[src/rtl/spim_pkg.sv]
`timescale 1ns/1ps
// spim_pkg: shared types and helper functions for the SPI mode-0 master.
// Assumes: frequencies are given in Hz and fit a 32-bit signed integer.
package spim_pkg;

    // Controller phases: waiting for a byte, shifting it, closing a burst.
    typedef enum logic [1:0] {
        ST_IDLE  = 2'd0,
        ST_SHIFT = 2'd1,
        ST_TRAIL = 2'd2
    } spim_state_e;

    // Rounded number of system cycles in half a serial-clock period.
    function automatic int half_cycles(input int sys_hz, input int sclk_hz);
        return (sys_hz + sclk_hz) / (2 * sclk_hz);
    endfunction

endpackage

[src/rtl/spim_half_tick.sv]
`timescale 1ns/1ps
// spim_half_tick: while run is high, pulses tick once every HALF cycles.
// The first tick comes HALF cycles after run rises. Dropping run clears
// the count at once. Assumes HALF >= 1.
module spim_half_tick #(
    parameter int HALF = 10
) (
    input  logic clk,
    input  logic rst_n,
    input  logic run,
    output logic tick
);
    localparam int CW = (HALF > 1) ? $clog2(HALF) : 1;

    logic [CW-1:0] cnt;

    assign tick = run && (cnt == CW'(HALF - 1));

    // Counts system cycles inside the current half period.
    always_ff @(posedge clk) begin
        if (!rst_n || !run) begin
            cnt <= '0;
        end else if (tick) begin
            cnt <= '0;
        end else begin
            cnt <= cnt + 1'b1;
        end
    end

    // ticks never come back to back when the half period is longer than one cycle
    p_tick_spacing_r2: assert property (@(posedge clk) disable iff (!rst_n)
        (HALF > 1 && tick) |=> !tick);

endmodule

[src/rtl/spim_shifter.sv]
`timescale 1ns/1ps
// spim_shifter: transmit and receive shift registers, MSB first.
// load copies a new word into the transmit register. fall moves the next
// bit onto the output. rise captures one input bit. Assumes load never
// comes in the same cycle as rise or fall.
module spim_shifter #(
    parameter int WORD = 8
) (
    input  logic            clk,
    input  logic            rst_n,
    input  logic            load,
    input  logic [WORD-1:0] load_data,
    input  logic            rise,
    input  logic            fall,
    input  logic            ser_in,
    output logic            ser_out,
    output logic [WORD-1:0] rx_word
);
    logic [WORD-1:0] tx_q;
    logic [WORD-1:0] rx_q;

    // Transmit register: loaded on accept, moved left on each falling edge.
    always_ff @(posedge clk) begin
        if (!rst_n) begin
            tx_q <= '0;
        end else if (load) begin
            tx_q <= load_data;
        end else if (fall) begin
            tx_q <= {tx_q[WORD-2:0], 1'b0};
        end
    end

    // Receive register: takes one input bit on each rising edge.
    always_ff @(posedge clk) begin
        if (!rst_n) begin
            rx_q <= '0;
        end else if (rise) begin
            rx_q <= {rx_q[WORD-2:0], ser_in};
        end
    end

    assign ser_out = tx_q[WORD-1];
    assign rx_word = rx_q;

    // the output bit moves only at a falling edge or a load
    p_out_moves_on_fall_r3: assert property (@(posedge clk) disable iff (!rst_n)
        (!$past(fall) && !$past(load)) |-> $stable(ser_out));

endmodule

[src/rtl/spim_cs_decode.sv]
`timescale 1ns/1ps
// spim_cs_decode: turns a binary target index into active-low select lines.
// While en is high, only the line that matches sel goes low. While en is
// low, all lines are high.
module spim_cs_decode #(
    parameter int TARGETS = 4,
    parameter int AW      = 2
) (
    input  logic               en,
    input  logic [AW-1:0]      sel,
    output logic [TARGETS-1:0] cs_n
);
    // One comparator per select line.
    for (genvar g = 0; g < TARGETS; g++) begin : g_line
        assign cs_n[g] = !(en && (sel == AW'(g)));
    end

endmodule

[src/rtl/spim_master.sv]
`timescale 1ns/1ps
// spim_master: byte-wide SPI mode-0 master driving several targets.
// The serial clock comes from counting system cycles. One byte is accepted
// per valid/ready handshake. The target index is latched on the first byte
// of a burst, and the select line is released after a byte flagged last.
// Assumes SCLK_HZ <= SYS_HZ / 10 and TARGETS >= 1.
module spim_master #(
    parameter int SYS_HZ  = 200_000_000,
    parameter int SCLK_HZ = 10_000_000,
    parameter int TARGETS = 4,
    parameter int WORD    = 8,
    parameter int AW      = (TARGETS > 1) ? $clog2(TARGETS) : 1
) (
    input  logic               clk,
    input  logic               rst_n,
    input  logic               in_vld,
    output logic               in_ready,
    input  logic [WORD-1:0]    in_data,
    input  logic [AW-1:0]      in_addr,
    input  logic               in_last,
    output logic [WORD-1:0]    out_data,
    output logic               out_vld,
    output logic               spi_sclk,
    output logic               spi_mosi,
    input  logic               spi_miso,
    output logic [TARGETS-1:0] spi_cs_n
);
    import spim_pkg::*;

    localparam int HALF  = half_cycles(SYS_HZ, SCLK_HZ);
    localparam int EDGES = 2 * WORD;
    localparam int EW    = $clog2(EDGES);

    spim_state_e   st;
    logic          burst_open;
    logic [AW-1:0] addr_q;
    logic          last_q;
    logic [EW-1:0] edge_cnt;
    logic          sclk_q;
    logic          vld_q;
    logic          tick;
    logic          accept;
    logic          rise;
    logic          fall;
    logic          byte_end;

    assign accept   = in_vld && (st == ST_IDLE);
    assign rise     = tick && (st == ST_SHIFT) && !sclk_q;
    assign fall     = tick && (st == ST_SHIFT) && sclk_q;
    assign byte_end = fall && (edge_cnt == EW'(EDGES - 1));

    spim_half_tick #(.HALF(HALF)) tick_i (
        .clk   (clk),
        .rst_n (rst_n),
        .run   (st != ST_IDLE),
        .tick  (tick)
    );

    spim_shifter #(.WORD(WORD)) shift_i (
        .clk       (clk),
        .rst_n     (rst_n),
        .load      (accept),
        .load_data (in_data),
        .rise      (rise),
        .fall      (fall),
        .ser_in    (spi_miso),
        .ser_out   (spi_mosi),
        .rx_word   (out_data)
    );

    spim_cs_decode #(.TARGETS(TARGETS), .AW(AW)) cs_i (
        .en   (burst_open),
        .sel  (addr_q),
        .cs_n (spi_cs_n)
    );

    // Phase control: accept, shift sixteen edges, optionally close the burst.
    always_ff @(posedge clk) begin
        if (!rst_n) begin
            st       <= ST_IDLE;
            sclk_q   <= 1'b0;
            edge_cnt <= '0;
            last_q   <= 1'b0;
        end else begin
            case (st)
                ST_IDLE: begin
                    if (accept) begin
                        st       <= ST_SHIFT;
                        last_q   <= in_last;
                        edge_cnt <= '0;
                    end
                end
                ST_SHIFT: begin
                    if (tick) begin
                        sclk_q   <= !sclk_q;
                        edge_cnt <= edge_cnt + 1'b1;
                        if (byte_end) begin
                            st <= last_q ? ST_TRAIL : ST_IDLE;
                        end
                    end
                end
                ST_TRAIL: begin
                    if (tick) begin
                        st <= ST_IDLE;
                    end
                end
                default: st <= ST_IDLE;
            endcase
        end
    end

    // Burst framing: open on the first accept, close after the trailing gap.
    always_ff @(posedge clk) begin
        if (!rst_n) begin
            burst_open <= 1'b0;
            addr_q     <= '0;
        end else if (accept && !burst_open) begin
            burst_open <= 1'b1;
            addr_q     <= in_addr;
        end else if (st == ST_TRAIL && tick) begin
            burst_open <= 1'b0;
        end
    end

    // Receive strobe: one cycle, raised together with the final falling edge.
    always_ff @(posedge clk) begin
        if (!rst_n) begin
            vld_q <= 1'b0;
        end else begin
            vld_q <= byte_end;
        end
    end

    assign in_ready = (st == ST_IDLE);
    assign spi_sclk = sclk_q;
    assign out_vld  = vld_q;

    // never more than one select line low
    p_one_select_r6: assert property (@(posedge clk) disable iff (!rst_n)
        $onehot0(~spi_cs_n));

    // the latched target does not change inside a burst
    p_target_held_r6: assert property (@(posedge clk) disable iff (!rst_n)
        (burst_open && $past(burst_open)) |-> $stable(addr_q));

    // the block is busy whenever the serial clock is high
    p_busy_when_high_r5: assert property (@(posedge clk) disable iff (!rst_n)
        spi_sclk |-> !in_ready);

    // the receive strobe lasts a single cycle
    p_single_strobe_r4: assert property (@(posedge clk) disable iff (!rst_n)
        out_vld |=> !out_vld);

    // output data holds steady through a high phase
    p_mosi_hold_r3: assert property (@(posedge clk) disable iff (!rst_n)
        (spi_sclk && $past(spi_sclk)) |-> $stable(spi_mosi));

    // the serial clock only runs under an asserted select
    p_clock_inside_select_r8: assert property (@(posedge clk) disable iff (!rst_n)
        spi_sclk |-> (spi_cs_n != '1));

endmodule

[config.mk]
export PLATFORM = sky130hd
export DESIGN_NAME = spim_master
export DESIGN_NICKNAME = d
export VERILOG_FILES = /design/src/rtl/spim_pkg.sv /design/src/rtl/spim_half_tick.sv /design/src/rtl/spim_shifter.sv /design/src/rtl/spim_cs_decode.sv /design/src/rtl/spim_master.sv
export SDC_FILE = /design/constraint.sdc
export NUM_CORES = 1
export LEC_CHECK = 0
export BUFFER_PORTS_ARGS = -buffer_cell sky130_fd_sc_hd__buf_2
export CAP_MARGIN = 25
export CORE_MARGIN = 4
export CORE_UTILIZATION = 57
export DETAILED_ROUTE_END_ITERATION = 16
export PLACE_DENSITY_LB_ADDON = 0.3
export SKIP_LAST_GASP = 1
export SLEW_MARGIN = 20
export SYNTH_ARGS = -nofsm -noshare
export SYNTH_HDL_FRONTEND = slang
export SYNTH_SLANG_ARGS = --single-unit
[constraint.sdc]
create_clock -name clk -period 4.22 [get_ports clk]
set_clock_uncertainty 0.1 [all_clocks]
set_input_delay 0.211 -clock clk [delete_from_list [all_inputs] [get_ports clk]]
set_output_delay 0.211 -clock clk [all_outputs]
set_load 0.05 [all_outputs]
==> results.toml <==
[setup_path]
crit_path_end_kind = "flop"
cp-endpoint = "shift_i.tx_q[4]$_SDFFE_PN0P_"
cp_cell_sequence = "nor2b_2, nand4_1, a31oi_1"
cp.depth = 3
r2r_end = "shift_i.tx_q[4]$_SDFFE_PN0P_"
required_ns = 4.38
worstSetupPathType = "flop to flop"
cp.arrival_ns = 2.00
rr_worst_depth = 3
crit_slowest_cell = "nor2b_2"
critical_path.startpoint = "st[0]$_SDFFE_PN0P_"
r2r_start = "st[0]$_SDFFE_PN0P_"
ff2ff_setup_slack_ns = 2.38
path_max_fanout = 17
cpLargestDelayFamily = "simple AND/OR/NAND/NOR gates"
max_stage_delay_ns = 0.66
start_kind = "flop"
cp_num_buf_inv = 0

[clock_network]
root_buffer = "clkbuf_4"
clock_sinks = 32
clk_latency_ns = 0.34
cts_made_buffers = 5
htree_levels = 2
ctsResizeCount = 0
cts_tree = "built"
clkSlewWorstSetupHoldPaths_ns = 0.11
cts_buffer_depth = 2

[finish]
finalNetCount = 211
layout_common_cells = "32 x dfxtp_1, 30 x buf_2, 18 x a21oi_1, 18 x o21ai_0, 16 x nand4_1"
syn2layout_area_growth_pct = 12.2
antenna_cells = 0
design_area_um2 = 1670
drive_above_1_share = 0.218
final_common_cell = "dfxtp_1"

[yosys]
synth.avg_cell_area_um2 = 8.69
synth.cell_area_um2 = 1490
synth_cells = 171
yosys_warnings = 0
synth-seq-cells = 32
synth_nets = 189
yosysUniqueCellTypes = 33
seq_area_frac_synth = 0.431

[detailed_routing]
firstDrtPassIters = 4
route.detailed.drc = 0
drt.antenna.violating_nets = 0
wl_per_cell_um = 15.5
num_vias = 1362
drtIter0Drc = 50
drt_wl_total_um = 3450
vias_per_cell = 6.11

[timing]
tightest_slew_ns = 0.695
final_max_slew_viol_count = 0
finalSetupTns_ns = 0
rsz0062_at_grt = "false"
max_freq_mhz = 543
hold_viol_final = 0
finalSetupViolations = 0
slew_headroom = 0.536
period_share = 0.436
min_period_ns = 1.84
setup_ws_ns = 2.38

[floorplanning]
start_util = 0.600
io_pins = 31
fp.dieH_um = 59.1
core_um2 = 2480
rows = 18
die_area_um2 = 3490
die_w_um = 59.1

[worst_hold_path]
hp-start = "spi_miso"
hold_class = "input pin to flop"

[power]
p_int_uw = 425
p_sw_uw = 152
netSwitchingFraction = 0.264
power_frac_seq = 0.554
power_density_nw_per_um2 = 346
comb_power_share = 0.100
max-vdd-ir-drop_mv = 0.311
leakagePower_nw = 0.622
clock_power_share = 0.346

[global_routing]
grt_max_degree = 29
track_usage = 0.213
grt_overflow_total = 0
antenna_found_initial = 0
grt_pass1_wl_um = 5680
grt_pass1_vias = 1279

[run]
maxCapViolations = 0

[placement]
port_buffers = 30
place_ws_ns = 2.16
dp_hpwl_um = 2170
place_area_um2 = 1580
place_congestion = 0.790

[outcome]
status = "finished clean"
cells in the mapped netlist:
| cell | n | area, um2 |
|---|---|---|
| or4_1 | 2 | 15.0 |
| nand3_1 | 5 | 25.0 |
| o211ai_1 | 3 | 22.5 |
| o21a_1 | 1 | 7.51 |
| nand2b_4 | 1 | 13.8 |
| inv_1 | 3 | 11.3 |
| o21ai_0 | 18 | 90.1 |
| or3_1 | 2 | 12.5 |
| xnor2_1 | 1 | 8.76 |
| nand2_1 | 6 | 22.5 |
| a21oi_1 | 18 | 90.1 |
| nor4_1 | 2 | 12.5 |
| and3b_1 | 1 | 8.76 |
| a2111oi_0 | 1 | 8.76 |
| nand3b_1 | 3 | 22.5 |
| clkbuf_1 | 7 | 26.3 |
| o31ai_1 | 10 | 75.1 |
| ha_1 | 3 | 37.5 |
| nor2b_1 | 2 | 12.5 |
| buf_4 | 2 | 15.0 |
| nand4_1 | 16 | 100 |
| a31oi_1 | 7 | 43.8 |
| or3b_2 | 2 | 17.5 |
| buf_6 | 2 | 22.5 |
| nand3b_4 | 1 | 20.0 |
| buf_2 | 6 | 30.0 |
| dfxtp_1 | 32 | 641 |
| nor2_1 | 7 | 26.3 |
| nor3b_1 | 2 | 15.0 |
| o21bai_1 | 1 | 7.51 |
| clkinv_1 | 2 | 7.51 |
| xor2_1 | 1 | 8.76 |
| nor4b_1 | 1 | 8.76 |
power groups by stage:
| stage | Sequential (mW) | Combinational [mW] | Clock, mW |
|---|---|---|---|
| floorplan | 0.325 | 0.0439 | 0 |
| global placement | 0.326 | 0.0536 | 0 |
| global route | 0.322 | 0.0628 | 0.219 |
| finish | 0.320 | 0.0576 | 0.200 |
| detailed placement | 0.327 | 0.0547 | 0 |
| CTS | 0.320 | 0.0568 | 0.202 |
logic make-up (layout without fill, tap and decap cells):
group	after synthesis	count (layout)	share of synthesized area
AOI/OAI and AO/OA	59	59	0.232
DFF	32	32	0.431
and+or+nand+nor	53	53	0.224
xor gates and xnor gates	2	2	0.0118
buffers and inverters	22	44	0.0758
adders and majority gates	3	3	0.0253
metrics by stage:
step,power (mW),hold WS [ns],utilization,cells
after floorplan,0.369,0.247,-,171
after global placement,0.380,0.345,0.638,214
after detailed placement,0.382,0.350,0.638,214
after CTS,0.579,0.0142,0.672,223
after global routing,0.603,0.0319,0.673,223
final,0.578,0.0266,0.673,223
worst min path at each step:
stage,to,slack (ns),cells past startpoint
global placement,last_q$_SDFFE_PN0P_,0.34,2
finish,shift_i.rx_word[0]$_SDFFE_PN0P_,0.03,3
detailed placement,last_q$_SDFFE_PN0P_,0.35,2
floorplan,last_q$_SDFFE_PN0P_,0.25,2
CTS,addr_q[0]$_SDFFE_PN0P_,0.01,3
global route,shift_i.tx_q[0]$_SDFFE_PN0P_,0.03,3
worst reg2reg max path: stages (launching register included):
cell	delay, ns
dfxtp_1	0.58
nor2b_2	0.66
nand4_1	0.20
a31oi_1	0.22
what timing repair did:
item,4_1_cts,5_1_grt
endpoints found under the hold margin,2,0
setup buffers,0,0
hold buffers,2,0
per-layer routing:
layer,vias up,routed length (um),global-route usage
met2,24,1600,0.353
met1,645,1640,0.255
li1,683,-,-
met4,0,70,0.117
met5,-,0,0
met3,10,131,0.0479
registers in the layout (all words and copies together) (netlist names):
name,count
shift_i.rx_word,8
shift_i.tx_q,8
edge_cnt,4
tick_i.cnt,4
addr_q,2
st,2
burst_open,1
last_q,1
out_vld,1
spi_sclk,1
area by class of cell:
class	instances	area, um2
fill	216	810
sequential	32	641
multi-input combinational	117	736
inverter	5	18.8
clock buffer	7	65.1
tap	30	37.5
timing repair buffer	32	170
Power figures use the tool's default switching activity.
